File: src/rtl/pm_ctrl_pkg.sv
package pm_ctrl_pkg;
    localparam int FRAME_W = 8;
    localparam int DATA_W  = 5;
    localparam int DAC_W   = FRAME_W - 1;
    localparam int VSEL_W  = DATA_W;
    localparam int PWR_W   = DATA_W - 1;
    localparam int CH_N    = 3;
    localparam logic [VSEL_W-1:0] VSEL_POR = VSEL_W'(12);

    // switch register bit positions
    localparam int A_DRV2 = 4;
    localparam int A_DRV1 = 3;
    localparam int A_RUN  = 2;
    localparam int A_REG2 = 1;
    localparam int A_REG3 = 0;
    // power register, stored from frame bits 4:1
    localparam int B_AUTO  = 3;
    localparam int B_CHG15 = 2;
    localparam int B_CHG1  = 1;
    localparam int B_BKUP  = 0;

    typedef enum logic [1:0] {
        SEL_SWITCH = 2'b00,
        SEL_POWER  = 2'b01,
        SEL_VOUT   = 2'b10,
        SEL_SPARE  = 2'b11
    } reg_sel_t;

    typedef enum logic [1:0] {
        ST_IDLE,
        ST_SHIFT,
        ST_FULL,
        ST_OVER
    } frame_st_t;
endpackage

File: src/rtl/pm_pin_sync.sv
module pm_pin_sync #(
    parameter int          W       = 3,
    parameter int          STAGES  = 2,
    parameter logic [W-1:0] RST_VAL = '0
) (
    input  logic         clk,
    input  logic         rst_n,
    input  logic [W-1:0] d,
    output logic [W-1:0] q
);
    generate
        if (STAGES < 1) begin : g_bypass
            assign q = d;
        end else begin : g_chain
            logic [W-1:0] stg [STAGES];
            always_ff @(posedge clk or negedge rst_n) begin
                if (!rst_n) begin
                    for (int i = 0; i < STAGES; i++) stg[i] <= RST_VAL;
                end else begin
                    stg[0] <= d;
                    for (int i = 1; i < STAGES; i++) stg[i] <= stg[i-1];
                end
            end
            assign q = stg[STAGES-1];
        end
    endgenerate
endmodule

File: src/rtl/pm_frame_fsm.sv
module pm_frame_fsm
    import pm_ctrl_pkg::*;
(
    input  logic               clk,
    input  logic               rst_n,
    input  logic               sck_s,
    input  logic               csn_s,
    input  logic               mosi_s,
    input  logic [FRAME_W-1:0] status,
    output logic               commit,
    output logic [FRAME_W-1:0] frame,
    output logic               miso
);
    localparam int CNT_W = $clog2(FRAME_W);
    localparam logic [CNT_W-1:0] LAST = CNT_W'(FRAME_W - 1);

    frame_st_t          state, nstate;
    logic               sck_q, csn_q;
    logic               sck_rise, sck_fall, cs_fall, cs_rise;
    logic [CNT_W-1:0]   cnt;
    logic [FRAME_W-1:0] rx_sh, tx_sh;
    logic               seen_rise;

    always_ff @(posedge clk or negedge rst_n) begin
        if (!rst_n) begin
            sck_q <= 1'b0;
            csn_q <= 1'b1;
        end else begin
            sck_q <= sck_s;
            csn_q <= csn_s;
        end
    end

    assign sck_rise = sck_s & ~sck_q;
    assign sck_fall = ~sck_s & sck_q;
    assign cs_fall  = ~csn_s & csn_q;
    assign cs_rise  = csn_s & ~csn_q;

    // state register
    always_ff @(posedge clk or negedge rst_n) begin
        if (!rst_n) state <= ST_IDLE;
        else        state <= nstate;
    end

    always_comb begin
        nstate = state;
        unique case (state)
            ST_IDLE:  if (cs_fall) nstate = ST_SHIFT;
            ST_SHIFT: if (cs_rise) nstate = ST_IDLE;
                      else if (sck_rise && cnt == LAST) nstate = ST_FULL;
            ST_FULL:  if (cs_rise) nstate = ST_IDLE;
                      else if (sck_rise) nstate = ST_OVER;
            ST_OVER:  if (cs_rise) nstate = ST_IDLE;
        endcase
    end

    // datapath and outputs
    always_ff @(posedge clk or negedge rst_n) begin
        if (!rst_n) begin
            cnt       <= '0;
            rx_sh     <= '0;
            tx_sh     <= '0;
            seen_rise <= 1'b0;
            commit    <= 1'b0;
        end else begin
            commit <= (state == ST_FULL) && cs_rise;
            if (state == ST_IDLE) begin
                if (cs_fall) begin
                    cnt       <= '0;
                    seen_rise <= 1'b0;
                    tx_sh     <= status;
                end
            end else begin
                if (sck_rise) begin
                    seen_rise <= 1'b1;
                end else if (sck_fall && seen_rise) begin
                    seen_rise <= 1'b0;
                    tx_sh     <= {tx_sh[FRAME_W-2:0], 1'b0};
                end
                if (state == ST_SHIFT && sck_rise && !cs_rise) begin
                    rx_sh <= {rx_sh[FRAME_W-2:0], mosi_s};
                    cnt   <= cnt + 1'b1;
                end
            end
        end
    end

    assign frame = rx_sh;
    assign miso  = (state != ST_IDLE) & tx_sh[FRAME_W-1];


    over_sticky_chk: assert property (@(posedge clk) disable iff (!rst_n)
        (state == ST_OVER) |=> (state == ST_OVER || state == ST_IDLE));

    commit_pulse_chk: assert property (@(posedge clk) disable iff (!rst_n)
        commit |-> (state == ST_IDLE) ##1 !commit);

    miso_hold_chk: assert property (@(posedge clk) disable iff (!rst_n)
        (state != ST_IDLE) && !sck_fall |=> $stable(tx_sh));
endmodule

File: src/rtl/pm_reg_bank.sv
module pm_reg_bank
    import pm_ctrl_pkg::*;
(
    input  logic               clk,
    input  logic               rst_n,
    input  logic               commit,
    input  logic [FRAME_W-1:0] frame,
    input  logic [CH_N-1:0]    cmp,
    input  logic               low_batt,
    output logic [DATA_W-1:0]  ctl_a,
    output logic [PWR_W-1:0]   ctl_b,
    output logic [VSEL_W-1:0]  vsel,
    output logic [DAC_W-1:0]   dac,
    output logic [FRAME_W-1:0] status
);
    logic [CH_N-1:0] ch_hold;

    always_ff @(posedge clk or negedge rst_n) begin
        if (!rst_n) begin
            ctl_a   <= '0;
            ctl_b   <= '0;
            vsel    <= VSEL_POR;
            dac     <= '0;
            ch_hold <= '0;
        end else if (commit) begin
            ch_hold <= cmp;
            if (frame[FRAME_W-1]) begin
                dac <= frame[DAC_W-1:0];
            end else begin
                unique case (reg_sel_t'(frame[6:5]))
                    SEL_SWITCH: ctl_a <= frame[DATA_W-1:0];
                    SEL_POWER:  ctl_b <= frame[DATA_W-1:1];
                    SEL_VOUT:   vsel  <= frame[VSEL_W-1:0];
                    SEL_SPARE:  ;
                endcase
            end
        end
    end

    assign status = {ch_hold, low_batt, {(FRAME_W-CH_N-1){1'b0}}};


    no_commit_stable_chk: assert property (@(posedge clk) disable iff (!rst_n)
        !commit |=> $stable(ctl_a) && $stable(ctl_b) && $stable(vsel)
                    && $stable(dac) && $stable(ch_hold));

    dac_frame_only_chk: assert property (@(posedge clk) disable iff (!rst_n)
        commit && frame[FRAME_W-1] |=> $stable(ctl_a) && $stable(ctl_b) && $stable(vsel));

    hold_capture_chk: assert property (@(posedge clk) disable iff (!rst_n)
        commit |=> ch_hold == $past(cmp));
endmodule

File: src/rtl/pm_out_logic.sv
module pm_out_logic
    import pm_ctrl_pkg::*;
(
    input  logic [DATA_W-1:0] ctl_a,
    input  logic [PWR_W-1:0]  ctl_b,
    input  logic              low_batt,
    input  logic              drv2_gate,
    output logic              conv_en,
    output logic              run_mode,
    output logic              reg2_en,
    output logic              reg3_en,
    output logic              drv1_on,
    output logic              drv2_on,
    output logic              chg_hi,
    output logic              chg_lo,
    output logic              backup_on
);
    logic bk;

    always_comb begin
        bk        = ctl_b[B_BKUP] | (ctl_b[B_AUTO] & low_batt);
        backup_on = bk;
        conv_en   = ~bk;
        run_mode  = ctl_a[A_RUN] & ~bk;
        chg_hi    = ctl_b[B_CHG15] & ~bk;
        chg_lo    = ctl_b[B_CHG1] & ~ctl_b[B_CHG15] & ~bk;
        reg2_en   = ctl_a[A_REG2];
        reg3_en   = ctl_a[A_REG3];
        drv1_on   = ctl_a[A_DRV1];
        drv2_on   = ctl_a[A_DRV2] & drv2_gate;
    end
endmodule

File: src/rtl/pm_ctrl_regfile.sv
module pm_ctrl_regfile
    import pm_ctrl_pkg::*;
#(
    parameter int SYNC_STAGES = 2
) (
    input  logic              clk,
    input  logic              rst_n,
    input  logic              spi_sck,
    input  logic              spi_csn,
    input  logic              spi_mosi,
    output logic              spi_miso,
    input  logic              low_batt,
    input  logic              cmp_ch0,
    input  logic              cmp_ch1,
    input  logic              cmp_ch2,
    input  logic              drv2_gate,
    output logic              conv_en,
    output logic              run_mode,
    output logic              reg2_en,
    output logic              reg3_en,
    output logic              drv1_on,
    output logic              drv2_on,
    output logic              chg_hi,
    output logic              chg_lo,
    output logic              backup_on,
    output logic [VSEL_W-1:0] vsel,
    output logic [DAC_W-1:0]  dac_code
);
    logic [2:0]         pins_s;
    logic               commit;
    logic [FRAME_W-1:0] frame, status;
    logic [DATA_W-1:0]  ctl_a;
    logic [PWR_W-1:0]   ctl_b;

    pm_pin_sync #(.W(3), .STAGES(SYNC_STAGES), .RST_VAL(3'b010)) u_sync (
        .clk(clk), .rst_n(rst_n),
        .d({spi_sck, spi_csn, spi_mosi}), .q(pins_s)
    );

    pm_frame_fsm u_fsm (
        .clk(clk), .rst_n(rst_n),
        .sck_s(pins_s[2]), .csn_s(pins_s[1]), .mosi_s(pins_s[0]),
        .status(status), .commit(commit), .frame(frame), .miso(spi_miso)
    );

    pm_reg_bank u_regs (
        .clk(clk), .rst_n(rst_n), .commit(commit), .frame(frame),
        .cmp({cmp_ch2, cmp_ch1, cmp_ch0}), .low_batt(low_batt),
        .ctl_a(ctl_a), .ctl_b(ctl_b), .vsel(vsel), .dac(dac_code), .status(status)
    );

    pm_out_logic u_out (
        .ctl_a(ctl_a), .ctl_b(ctl_b), .low_batt(low_batt), .drv2_gate(drv2_gate),
        .conv_en(conv_en), .run_mode(run_mode), .reg2_en(reg2_en), .reg3_en(reg3_en),
        .drv1_on(drv1_on), .drv2_on(drv2_on), .chg_hi(chg_hi), .chg_lo(chg_lo),
        .backup_on(backup_on)
    );


    backup_override_chk: assert property (@(posedge clk) disable iff (!rst_n)
        backup_on |-> !conv_en && !run_mode && !chg_hi && !chg_lo);

    charge_excl_chk: assert property (@(posedge clk) disable iff (!rst_n)
        !(chg_hi && chg_lo));

    drv2_gate_chk: assert property (@(posedge clk) disable iff (!rst_n)
        drv2_on |-> drv2_gate);

    miso_idle_chk: assert property (@(posedge clk) disable iff (!rst_n)
        spi_csn && $past(spi_csn) && pins_s[1] && $past(pins_s[1]) |-> !spi_miso);
endmodule

File: config.mk
export PLATFORM = sky130hd
export DESIGN_NAME = pm_ctrl_regfile
export DESIGN_NICKNAME = d
export VERILOG_FILES = /design/src/rtl/pm_ctrl_pkg.sv /design/src/rtl/pm_pin_sync.sv /design/src/rtl/pm_frame_fsm.sv /design/src/rtl/pm_reg_bank.sv /design/src/rtl/pm_out_logic.sv /design/src/rtl/pm_ctrl_regfile.sv
export SDC_FILE = /design/constraint.sdc
export NUM_CORES = 1
export LEC_CHECK = 0
export ABC_AREA = 1
export CAP_MARGIN = 30
export CORE_MARGIN = 3
export CORE_UTILIZATION = 59
export CTS_CLUSTER_DIAMETER = 30
export CTS_CLUSTER_SIZE = 25
export DETAILED_ROUTE_END_ITERATION = 8
export GPL_TIMING_DRIVEN = 0
export PLACE_DENSITY = 0.84
export SYNTH_ARGS = -nofsm -noshare
export SYNTH_HDL_FRONTEND = slang
export SYNTH_HIERARCHICAL = 1
export SYNTH_SLANG_ARGS = --single-unit
File: constraint.sdc
create_clock -name clk -period 4.1 [get_ports clk]
set_clock_uncertainty 0.2 [all_clocks]
set_input_delay 0.615 -clock clk [delete_from_list [all_inputs] [get_ports clk]]
set_output_delay 0.615 -clock clk [all_outputs]
set_load 0.05 [all_outputs]
### After elaboration in Yosys (flattened, before gate mapping)

Cells that the tools add are included.

| word-level totals | value |
|---|---|
| bits in registers | 55 |
| bits of input ports | 10 |
| output and inout bits | 22 |
| word-level logic and storage cells | 86 |

| cells by class | value |
|---|---|
| add/sub/neg operators | 1 |
| equality and inequality tests | 11 |
| mux-type cells | 18 |
| bitwise operators | 20 |
| reductions and logical operators | 21 |

Operators by type and width:

| kind | number |
|---|---|
| $mux W8 | 4 |
| $mux W2 | 6 |
| $reduce_and A3 Y1 | 4 |
| $and A1 B1 Y1 | 11 |
| $mux W3 | 3 |
| $not A1 Y1 | 8 |
| $pmux W2 S4 | 1 |
| $reduce_and A2 Y1 | 4 |
| $eq A2 B2 Y1 const B | 3 |
| $ne A3 B1 Y1 const B | 2 |
| $reduce_bool A2 Y1 | 3 |
| $logic_and A1 B1 Y1 | 5 |
| $eq A2 B1 Y1 const B | 2 |
| $logic_not A2 Y1 | 2 |
| $mux W1 | 4 |
| $ne A2 B1 Y1 const B | 2 |
| $reduce_and A4 Y1 | 1 |
| $add A3 B1 Y3 const B | 1 |
| $eq A3 B3 Y1 const B | 1 |
| $reduce_bool A3 Y1 | 1 |
| $ne A2 B2 Y1 const B | 1 |
| $logic_not A1 Y1 | 1 |
| $or A1 B1 Y1 | 1 |

### Depth between registers and ports, before layout

| depth | value |
|---|---|
| depth after elaboration | 6 |
| mapped depth | 9 |
| depth with buffers taken out | 9 |

### Cells and area by module

Netlist, hierarchy kept.

By module, submodules not included:

| module | times used | cells each | area each (um2) | sequential area each (um2) |
|---|---|---|---|---|
| pm_frame_fsm | 1 | 145 | 1227.4 | 626.9 |
| pm_reg_bank | 1 | 114 | 1026.0 | 603.1 |
| pm_pin_sync | 1 | 9 | 175.2 | 152.6 |
| pm_out_logic | 1 | 15 | 85.1 | 0.0 |

### Worst setup path after synthesis

No wires, ideal clock.

| timing | value |
|---|---|
| kind | register to output |
| start point | reg u_fsm.state[1] |
| end point | out spi_miso |
| data arrival time | 1364 ps |
| data required time | 3285 ps |
| path slack | 1921 ps |
| stages on the path, launching flop included | 5 |
| buffers on the path | 2 |
| path through | dfrtp_1 -> nor2_2 -> buf_6 -> clkbuf_8 -> nor2_1 |

| on the way | value |
|---|---|
| longest elaborated chain between the ends | 2 |

Ends and longest elaborated chain:

| what | line | text |
|---|---|---|
| start: declaration | pm_frame_fsm.sv:17 | `frame_st_t state, nstate;` |
| start signal: assignment | pm_frame_fsm.sv:42 | `else state <= nstate;` |
| $reduce_bool A2 Y1 | pm_frame_fsm.sv:89 | `assign miso = (state != ST_IDLE) & tx_sh[FRAME_W-1];` |
| $and A1 B1 Y1 | pm_frame_fsm.sv:89 |  |
| end: declaration | pm_ctrl_regfile.sv:11 | `output logic spi_miso,` |

Every way passes these cells.

### Worst setup path in the final report

| timing | value |
|---|---|
| start point | in low_batt |
| end point | out run_mode |

| on the way | value |
|---|---|
| longest elaborated chain between the ends | 4 |

Ends and longest elaborated chain:

| what | line | text |
|---|---|---|
| start: declaration | pm_ctrl_regfile.sv:12 | `input logic low_batt,` |
| $and A1 B1 Y1 | pm_out_logic.sv:21 | `bk = ctl_b[B_BKUP] \| (ctl_b[B_AUTO] & low_batt);` |
| $or A1 B1 Y1 | pm_out_logic.sv:21 |  |
| $not A1 Y1 | pm_out_logic.sv:24 | `run_mode = ctl_a[A_RUN] & ~bk;` |
| $and A1 B1 Y1 | pm_out_logic.sv:24 |  |
| end: declaration | pm_ctrl_regfile.sv:18 | `output logic run_mode,` |

Every way passes these cells.

==> results.cfg <==
[sta]
grt_setup_unrepaired = false
timing.final.ws_setup_ns = 1.19
final_period_minus_worst_setup_slack_ns = 2.91
maxSlewViolCount = 0
setup_viol_count_final = 0
clock.fmax_mhz = 343
worst_pin_slew_ns = 0.511
final-hold-violation-count = 0
period_share_pct = 71.0
slew_headroom_pct = 66.0
setup_total_negative_slack_ns = 0

[pwr]
p_per_area_nw_per_um2 = 577
switchingPower_uw = 657
p_comb_share_pct = 37.9
power_frac_seq_pct = 43.9
leakage_nw = 1.54
internal_power_mw = 1.08
sw_frac_of_total_pct = 37.8
ir_drop_mv = 0.466
total_power_consumption_of_the_routed_design_mw = 1.74
power.clock.fraction_pct = 18.3

[yosys]
async_reset_ff_share_pct = 100
edff_count_synth = 0
yosys.cell_count.top_type = sky130_fd_sc_hd__nand2_1
seq_area_frac_synth_pct = 55.0
syn-instance-count = 283
post-synth-top-area-cell = sky130_fd_sc_hd__dfrtp_1
yosys_register_bits = 55
postSynthAreaPerCell_sq_um = 8.88
area_fraction_of_the_dominant_cell_type_after_synthesis_pct = 49.8
synth_common_cells = 111 x sky130_fd_sc_hd__nand2_1, 50 x sky130_fd_sc_hd__dfrtp_1, 27 x sky130_fd_sc_hd__nand3_1
syn-cell-area_sq_um = 2510
synth_area_leaders = sky130_fd_sc_hd__dfrtp_1 50%, sky130_fd_sc_hd__nand2_1 17%, sky130_fd_sc_hd__nand3_1 5.4%
synth-warning-count = 6
synth-main-ff-cell = sky130_fd_sc_hd__dfrtp_1
count_of_cell_types_in_the_netlist = 27

[detailed_routing]
initialDrtViolationCount = 120
drt-total-wl_um = 4650
detailedRoute.firstPassIterationCount = 6
number_of_vias_after_detailed_routing = 1918
drt_drc_violations_left = 0
route.detailed.vias_per_inst = 5.10
routed_wire_length_per_instance_um = 12.4
final_antenna_net_count = 0

[layout]
antennaDiodeCount = 0
design.final.nets = 337
area.growth.synth_to_final_pct = 19.9
post_route_cells_drive_above_1_share_pct = 17.2

[grt]
grt_overflow = 0
wire_length_of_the_first_global_routing_pass_um = 8330
grt_max_degree = 35
grt_use_total_pct = 20.8
grt_antenna_before_repair = 0
first_global_vias = 1843

[critical_path]
start_of_the_worst_register_to_register_path = u_sync/q[1]
crit_path_end_kind = primary output
startpoint_type = input port
critical_path.max_fanout = 5
worst-r2r-setup-slack_ns = 2.37
timing.critical_path.required_ns = 3.28
worst_r2r_endpoint = u_fsm/frame[4]
worst-setup-path-type = in -> out
arrival_ns = 2.10
worst_r2r_path_depth = 6

[clock_tree]
tritoncts = built
cts_resized = 0
clk_pin_slew_worst_paths_ns = 0.09
clock_path_buffers = 2
cts.repair_timing.setup_buffer_count = 0
insertion_delay_ns = 0.30
clock_sink_count = 55
cts_buffer_count = 5
htree_num_levels = 2
cts_hold_repair.buffers = 0
clock_tree.root_cell = sky130_fd_sc_hd__clkbuf_8

[floorplan]
initial_utilization_pct = 61.9
pin_count = 32
design.die.area_sq_um = 5080
rows = 23
floorplan.die.height_um = 71.3
core_area_sq_um = 4060
die-width_um = 71.3

[outcome]
run_status = finished clean

[run]
cap_violations = 0

[placement]
gpl.final_weighted_congestion = 0.770
dpl_worst_slack_ns = 1.18
placement.io_buffers = 31
detailedPlacementHpwl_um = 3320

[min_path]
hold_path_class = in -> async
logic make-up (layout without fill, tap and decap cells):
kind of cell,after synthesis,in the layout,synth area share (%)
flops,55,55,55.0
other cells,1,4,0.149
buf+inv,45,85,10.6
compound gates,21,21,5.87
fa+ha+maj,2,2,0.995
simple gates,159,159,27.4
power groups by stage:
stage / clock network, mW / registers, mW / logic [mW]
final: 0.318 / 0.763 / 0.658
after global routing: 0.357 / 0.779 / 0.726
after CTS: 0.326 / 0.763 / 0.660
after detailed placement: 0 / 0.773 / 0.657
after global placement: 0 / 0.766 / 0.632
after floorplan: 0 / 0.741 / 0.517
stage by stage:
| stage | std cells | instance area (sq um) | hold WS [ns] | util (%) |
|---|---|---|---|---|
| detailed placement | 368 | 2910 | 0.145 | 71.8 |
| CTS | 376 | 3010 | 0.0750 | 74.3 |
| floorplan | 286 | 2520 | 0.119 | - |
| global placement | 367 | 2900 | 0.134 | 71.4 |
| global route | 376 | 3010 | 0.104 | 74.3 |
| finish | 376 | 3010 | 0.0719 | 74.3 |
how the worst max path moves through the flow:
stage / to / cells after the start / slack [ns] / startpoint
global route: chg_hi / 5 / 1.10 / low_batt
floorplan: spi_miso / 4 / 1.92 / u_fsm/state[1]
global placement: u_sync/g_chain.stg[5] / 1 / 0.63 / rst_n
detailed placement: run_mode / 5 / 1.18 / low_batt
finish: run_mode / 5 / 1.19 / low_batt
CTS: run_mode / 5 / 1.17 / low_batt
critical path, stage by stage:
cell                              delay [ns]
sky130_fd_sc_hd__clkdlybuf4s50_1        0.45
sky130_fd_sc_hd__nand2_2                0.09
sky130_fd_sc_hd__nand2_4                0.07
sky130_fd_sc_hd__nor2_2                 0.07
sky130_fd_sc_hd__clkdlybuf4s50_1        0.80
layer usage:
| metal | up-vias | track usage [%] | part of all wire [%] | wire length (um) |
|---|---|---|---|---|
| met5 | - | 0 | 0 | 0 |
| met4 | 0 | 7.52 | 1.9 | 88 |
| met3 | 8 | 4.91 | 5.0 | 233 |
| met2 | 47 | 33.6 | 49 | 2280 |
| met1 | 904 | 27.6 | 44 | 2050 |
| li1 | 959 | - | - | - |
registers in the layout (all words and copies together) (netlist names):
register and cells:
u_fsm/commit 1, u_regs/ctl_b 4, u_fsm/sck_q 1, u_fsm/csn_q 1, u_fsm/seen_rise 1, u_sync/q 3
u_regs/ch_hold 3, u_fsm/state 2, u_regs/vsel 5, u_sync/g_chain.stg 3, u_regs/ctl_a 5, u_fsm/tx_sh 8
u_fsm/cnt 3, u_regs/dac 7, u_fsm/frame 8
placed cells by master, fill, tap and decap left out, types with 4 or more instances in the layout:
cell type                           n
sky130_fd_sc_hd__nand2_1          111
sky130_fd_sc_hd__dfrtp_1           50
sky130_fd_sc_hd__clkdlybuf4s50_1   30
sky130_fd_sc_hd__nand3_1           27
sky130_fd_sc_hd__inv_1             23
sky130_fd_sc_hd__buf_4             12
sky130_fd_sc_hd__o21ai_0           10
sky130_fd_sc_hd__clkbuf_8           8
sky130_fd_sc_hd__nor2_1             7
sky130_fd_sc_hd__o21ai_2            7
sky130_fd_sc_hd__nor2_2             6
sky130_fd_sc_hd__dfstp_2            5
sky130_fd_sc_hd__conb_1             4
area by class of cell:
cell class / instances / area [sq um]
buffer: 18 / 163
tap: 50 / 62.6
clock buffer: 8 / 100
inverter: 27 / 104
timing repair buffer: 32 / 325
sequential: 55 / 1380
multi-input combinational: 186 / 876
fill: 272 / 1040
Power figures use the tool's default switching activity.
